**src/rtl/sws_pkg.sv**
```systemverilog
`timescale 1ns/1ps
package sws_pkg;

    typedef enum logic {
        ROLE_MASTER = 1'b0,
        ROLE_SLAVE  = 1'b1
    } role_e;

    typedef struct packed {
        logic fall;
        logic level;
    } edge_t;

    typedef struct packed {
        logic run;
        logic sel;
    } gen_state_t;

    localparam int MIN_PERIOD = 2;
    localparam int SLOW_NUM   = 9;
    localparam int SLOW_DEN   = 10;

    function automatic logic [31:0] eff_period(input logic [31:0] p);
        return (p < 32'(MIN_PERIOD)) ? 32'(MIN_PERIOD) : p;
    endfunction

    function automatic logic gap_too_long(input logic [31:0] gap, input logic [31:0] per);
        logic [39:0] lhs;
        logic [39:0] rhs;
        lhs = {8'd0, gap} * 40'(SLOW_NUM);
        rhs = {8'd0, per} * 40'(SLOW_DEN);
        return lhs > rhs;
    endfunction

endpackage

```
**src/rtl/sws_edge_sync.sv**
```systemverilog
`timescale 1ns/1ps
module sws_edge_sync
    import sws_pkg::*;
#(
    parameter int STAGES = 2
) (
    input  logic  clk,
    input  logic  rst,
    input  logic  din,
    output edge_t evt
);
    logic [STAGES-1:0] chain;
    logic              last;

    always_ff @(posedge clk) begin
        if (rst) begin
            chain <= '0;
            last  <= 1'b0;
        end else begin
            chain <= {chain[STAGES-2:0], din};
            last  <= chain[STAGES-1];
        end
    end

    always_comb begin
        evt.level = chain[STAGES-1];
        evt.fall  = last & ~chain[STAGES-1];
    end

endmodule

```
**src/rtl/sws_period_gen.sv**
```systemverilog
`timescale 1ns/1ps
module sws_period_gen
    import sws_pkg::*;
#(
    parameter int CNT_W = 16
) (
    input  logic             clk,
    input  logic             rst,
    input  role_e            role,
    input  logic             enable,
    input  logic             fall,
    input  logic [CNT_W-1:0] period,
    output logic             running,
    output logic             clk_int,
    output logic             out_a,
    output logic             out_b
);
    logic [CNT_W-1:0] per_eff;
    logic [CNT_W-1:0] half;
    logic [CNT_W-1:0] cnt;
    gen_state_t       st;
    logic             run_d;
    logic             wrap;
    logic             realign;

    always_comb begin
        per_eff = CNT_W'(eff_period(32'(period)));
        half    = per_eff >> 1;
        wrap    = (cnt >= per_eff - 1'b1);
        realign = (role == ROLE_SLAVE) && fall;
        if (!enable)                 run_d = 1'b0;
        else if (role == ROLE_MASTER) run_d = 1'b1;
        else                         run_d = st.run | fall;
    end

    always_ff @(posedge clk) begin
        if (rst) begin
            st  <= '0;
            cnt <= '0;
        end else begin
            st.run <= run_d;
            if (!run_d || !st.run) begin
                cnt    <= '0;
                st.sel <= 1'b0;
            end else if (realign || wrap) begin
                cnt    <= '0;
                st.sel <= ~st.sel;
            end else begin
                cnt <= cnt + 1'b1;
            end
        end
    end

    always_comb begin
        running = st.run;
        clk_int = st.run && (cnt < half);
        out_a   = st.run && !st.sel;
        out_b   = st.run && st.sel;
    end

    AST_HOLDOFF: assert property (@(posedge clk) disable iff (rst)
        ($rose(st.run) && role == ROLE_SLAVE) |-> $past(fall));
    AST_EN_GATE: assert property (@(posedge clk) disable iff (rst)
        st.run |-> $past(enable));
    AST_KEEP_RUN: assert property (@(posedge clk) disable iff (rst)
        (st.run && enable) |=> st.run);
    AST_REALIGN: assert property (@(posedge clk) disable iff (rst)
        (st.run && enable && role == ROLE_SLAVE && fall) |=> (cnt == '0));

endmodule

```
**src/rtl/sws_rate_mon.sv**
```systemverilog
`timescale 1ns/1ps
module sws_rate_mon
    import sws_pkg::*;
#(
    parameter int CNT_W = 16
) (
    input  logic             clk,
    input  logic             rst,
    input  logic             active,
    input  logic             fall,
    input  logic [CNT_W-1:0] period,
    output logic             sync_slow
);
    localparam int GW = CNT_W + 2;

    logic [GW-1:0] gap;
    logic          too_long;
    logic [31:0]   per_eff;

    always_comb begin
        per_eff  = eff_period(32'(period));
        too_long = gap_too_long(32'(gap), per_eff);
    end

    always_ff @(posedge clk) begin
        if (rst || !active) begin
            gap       <= '0;
            sync_slow <= 1'b0;
        end else if (fall) begin
            gap       <= '0;
            sync_slow <= too_long;
        end else begin
            if (gap != {GW{1'b1}}) gap <= gap + 1'b1;
            if (too_long) sync_slow <= 1'b1;
        end
    end

    AST_SLOW_HOLD: assert property (@(posedge clk) disable iff (rst)
        (active && sync_slow && !fall) |=> (sync_slow || !active));

endmodule

```
**src/rtl/sws_clk_sync.sv**
```systemverilog
`timescale 1ns/1ps
module sws_clk_sync
    import sws_pkg::*;
#(
    parameter int CNT_W       = 16,
    parameter int SYNC_STAGES = 2
) (
    input  logic             clk,
    input  logic             rst,
    input  logic             slave_mode,
    input  logic             enable,
    input  logic [CNT_W-1:0] period,
    input  logic             sync_in,
    output logic             sync_out,
    output logic             sync_drive,
    output logic             clk_int,
    output logic             out_a,
    output logic             out_b,
    output logic             running,
    output logic             sync_slow
);
    role_e role;
    edge_t evt;
    logic  mon_active;

    assign role = slave_mode ? ROLE_SLAVE : ROLE_MASTER;

    sws_edge_sync #(.STAGES(SYNC_STAGES)) u_edge (
        .clk (clk),
        .rst (rst),
        .din (sync_in),
        .evt (evt)
    );

    sws_period_gen #(.CNT_W(CNT_W)) u_gen (
        .clk     (clk),
        .rst     (rst),
        .role    (role),
        .enable  (enable),
        .fall    (evt.fall),
        .period  (period),
        .running (running),
        .clk_int (clk_int),
        .out_a   (out_a),
        .out_b   (out_b)
    );

    assign mon_active = (role == ROLE_SLAVE) && running;

    sws_rate_mon #(.CNT_W(CNT_W)) u_mon (
        .clk       (clk),
        .rst       (rst),
        .active    (mon_active),
        .fall      (evt.fall),
        .period    (period),
        .sync_slow (sync_slow)
    );

    always_comb begin
        sync_drive = (role == ROLE_MASTER);
        sync_out   = (role == ROLE_MASTER) && clk_int;
    end

    AST_SLAVE_QUIET: assert property (@(posedge clk) disable iff (rst)
        slave_mode |-> (!sync_drive && !sync_out));
    AST_IDLE_OUTS: assert property (@(posedge clk) disable iff (rst)
        !running |-> (!clk_int && !out_a && !out_b));
    AST_MASTER_SLOW0: assert property (@(posedge clk) disable iff (rst)
        !slave_mode |-> !sync_slow);

endmodule

```
**config.mk**
```make
export PLATFORM = sky130hd
export DESIGN_NAME = sws_clk_sync
export DESIGN_NICKNAME = d
export VERILOG_FILES = /design/src/rtl/sws_pkg.sv /design/src/rtl/sws_edge_sync.sv /design/src/rtl/sws_period_gen.sv /design/src/rtl/sws_rate_mon.sv /design/src/rtl/sws_clk_sync.sv
export SDC_FILE = /design/constraint.sdc
export NUM_CORES = 1
export LEC_CHECK = 0
export BUFFER_PORTS_ARGS = -buffer_cell sky130_fd_sc_hd__clkbuf_2
export CORE_ASPECT_RATIO = 0.9
export CORE_MARGIN = 2
export CORE_UTILIZATION = 55
export DETAILED_ROUTE_END_ITERATION = 12
export PLACE_DENSITY = 0.74
export SLEW_MARGIN = 20
export SYNTH_ARGS = -nofsm -noshare
export SYNTH_HDL_FRONTEND = slang
export SYNTH_HIERARCHICAL = 1
export SYNTH_SLANG_ARGS = --single-unit
```
**constraint.sdc**
```tcl
create_clock -name clk -period 3.9 [get_ports clk]
set_clock_uncertainty 0.2 [all_clocks]
set_input_delay 0.39 -clock clk [delete_from_list [all_inputs] [get_ports clk]]
set_output_delay 0.39 -clock clk [all_outputs]
set_load 0.05 [all_outputs]
```
==> insert_results.sql <==
INSERT INTO impl_metrics (metric_group, metric, value, unit) VALUES
('run_status', 'run_status', 'finished with violations', ''),
('run_status', 'failing_checks', 'negative setup slack', ''),
('layout', 'insertedDiodeCount', '0', ''),
('die', 'floorplan.core_area', '8690', 'sq um'),
('grt', 'grt_remaining_overflow', '0', ''),
('power_and_ir_drop', 'irDropWorstVdd', '0.000138', 'V'),
('layout', 'areaGrowthSynthToFinish', '17.3', '%'),
('detailed_routing', 'routed-wl-met2', '5440', 'microns'),
('critical_path', 'critical_path.most_common_cell', 'a21oi_2', ''),
('sta', 'max_freq', '0.256', 'GHz'),
('detailed_routing', 'route.met3.wl', '875', 'microns'),
('place', 'place.port_buffers', '27', ''),
('place', 'gp_congestion', '1.09', ''),
('logic_synthesis', 'ys.warnings.count', '6', ''),
('power_and_ir_drop', 'power.net_switching', '368', 'uW'),
('power_and_ir_drop', 'power.share.clock', '0.281', ''),
('die', 'ios', '28', ''),
('sta', 'hold-worst-slack', '92.9', 'ps'),
('layout', 'fillCellCount', '704', ''),
('die', 'effective_utilization_at_floorplan', '0.572', ''),
('power_and_ir_drop', 'power.share.sequential', '0.379', ''),
('flow_run', 'max_cap_viol_count', '0', ''),
('grt', 'grt_use_total', '0.258', ''),
('cts', 'cts.sinks', '40', ''),
('detailed_routing', 'post_drt_wl_per_cell', '15.6', 'microns'),
('die', 'floorplan_row_count', '32', ''),
('critical_path', 'bufs_and_invs_on_worst_path', '3', ''),
('sta', 'period_share', '1.00', ''),
('critical_path', 'critical_path.endpoint_type', 'flip-flop', ''),
('die', 'design.die.area', '9820', 'sq um'),
('worst_hold_path', 'holdCritPathClass', 'input pin to flip-flop', ''),
('logic_synthesis', 'syn_area_per_cell', '8.10', 'sq um'),
('grt', 'grt_first_pass_wirelength', '20700', 'microns'),
('sta', 'finalWorstSetupSlack', '-2.13', 'ps'),
('detailed_routing', 'wl_met1', '6250', 'microns'),
('critical_path', 'worstPathMaxFanout', '2', ''),
('cts', 'clk_latency', '300', 'ps'),
('cts', 'cts_tree', 'done', ''),
('cts', 'clk_root_buffer_cell', 'clkbuf_8', ''),
('die', 'fp.dieW', '104', 'microns'),
('critical_path', 'timing.critical_path.arrival', '3900', 'ps'),
('cts', 'clock_pin_slew_reported_for_the_worst_setup_and_hold_paths_after_clock_tree_synthesis', '90', 'ps'),
('sta', 'timing_worst_slew_pin_value', '662', 'ps'),
('detailed_routing', 'drt_first_iter_violations', '325', ''),
('logic_synthesis', 'synthesis.area', '4970', 'sq um'),
('sta', 'timing.slew.headroom', '0.555', ''),
('layout', 'fin_nets', '817', ''),
('place', 'detailed_placement_wirelength_estimate', '9800', 'microns'),
('detailed_routing', 'route.vias.total', '4728', ''),
('sta', 'number_of_hold_violations_in_the_final_report', '0', ''),
('detailed_routing', 'drt.antenna.violating_nets', '0', ''),
('cts', 'ctsHtreeMaxLevel', '2', ''),
('critical_path', 'worstSetupPathType', 'input pin to flip-flop', ''),
('layout', 'final_layout_size_suffix_gt1_frac', '0.187', ''),
('logic_synthesis', 'post_synth_inst_count', '614', ''),
('sta', 'period_needed', '3900', 'ps'),
('grt', 'first_global_vias', '4332', ''),
('power_and_ir_drop', 'leakagePower', '2.88', 'nW'),
('power_and_ir_drop', 'p_int', '719', 'uW'),
('detailed_routing', 'route.final.wire_length', '12600', 'microns'),
('critical_path', 'cp_cell_sequence', 'clkbuf_2, nor4_2, buf_4, nand4_1, a21oi_2, ha_2, fa_2, a21oi_2, o21ai_2, a211oi_2, o31ai_1, buf_4, mux2i_2, nor2_2, ha_4, a211oi_2, o21ai_1, a21o_1, a211o_1, a21oi_2, o32ai_1', ''),
('detailed_routing', 'detailed_router_iteration_count_before_antenna_repair', '6', ''),
('layout', 'layout.core_utilization', '0.671', ''),
('critical_path', 'setup.reg_to_reg.worst_slack', '10', 'ps'),
('critical_path', 'critPathRequiredTime', '3890', 'ps'),
('sta', 'setup_viol', '1', ''),
('critical_path', 'delay_of_the_slowest_cell_on_the_worst_path', '290', 'ps'),
('sta', 'grt_setup_unrepaired', 'yes', ''),
('power_and_ir_drop', 'power_switching_share', '0.339', ''),
('critical_path', 'critical_path.slowest_cell', 'a211o_1', ''),
('detailed_routing', 'drt_drc_violations_left', '0', '');
## layout by cell type, fill, tap and decap left out, drive strengths merged, types with 5 or more instances in the layout
cell / count
ha: 106
inv: 38
clkbuf: 32
a21oi: 39
nor3: 14
and2: 10
xnor2: 39
and3: 14
xor2: 28
nand2b: 7
nand3: 22
nor2b: 11
nor4: 8
a21o: 16
nor2: 67
o21ai: 17
a31oi: 6
a211oi: 5
buf: 57
nand4: 18
nand2: 34
or3: 5
dfxtp: 40
o21a: 8
## worst reg2reg max path, stage by stage, from the launching register on
cell,delay [ps]
dfxtp_1,490
ha_1,200
ha_1,180
inv_1,70
fa_1,400
nor2b_1,190
o31a_1,240
o221ai_1,200
nand2_1,100
a21oi_1,70
xnor2_1,310
ha_4,270
o21a_1,190
a21o_1,190
a211o_1,290
a21oi_2,130
o32ai_1,90
## state kept, by name, indices dropped and copies added (netlist names)
register and cells:
u_edge/chain 2, u_edge/last 1, u_gen/cnt 16, u_gen/running 1
u_gen/st 1, u_mon/gap 18, u_mon/sync_slow 1
## power by group through the flow
stage	Sequential [mW]	Combinational (mW)	Clock (mW)
detailed placement	0.422	0.337	0
CTS	0.412	0.351	0.312
floorplan	0.423	0.221	0
global placement	0.421	0.326	0
finish	0.412	0.370	0.306
global route	0.412	0.409	0.329
## path summary, 6_finish.rpt
kind	from	to	cells past startpoint
worst max-delay path	period[11]	u_mon/sync_slow	21
worst min-delay path	rst	u_edge/last	2
worst max register to register	u_mon/gap[3]	u_mon/sync_slow	16
worst min register to register	u_edge/chain[0]	u_edge/chain[1]	1
## repair_timing
item | in CTS | in global routing
buffers inserted | 3 | 3
pin swaps | 14 | 19
hold buffers | 0 | 0
gates cloned | 0 | 1
endpoints found under the hold margin | 0 | 0
endpoints found under the setup margin | 1 | 18
gates resized for setup | 13 | 24
## area by class of cell
type | count | area [sq um] | area share
Clock buffer | 6 | 82.6 | 0.0142
Sequential cell | 40 | 801 | 0.137
Multi-Input combinational cell | 520 | 4070 | 0.698
Tap cell | 119 | 149 | 0.0255
Clock inverter | 2 | 10.0 | 0.00172
Inverter | 38 | 143 | 0.0245
Timing Repair Buffer | 83 | 573 | 0.0983
## layer usage
metal	GRT usage	up-vias
met5	0	-
met1	0.373	2199
met2	0.404	168
li1	-	2353
met3	0.0430	8
met4	0.0495	0
## per-stage QoR
step	instances	setup TNS, ps	instance area (sq um)	setup slack, ps
after floorplan	614	-1480	4990	-149
after global placement	793	-2050	5560	-362
after detailed placement	793	-4150	5560	-592
after CTS	804	0	5720	21.4
after global routing	808	-1050	5830	-179
final	808	-2.13	5830	-2.13
No activity file was read; power rests on OpenSTA's default activity.
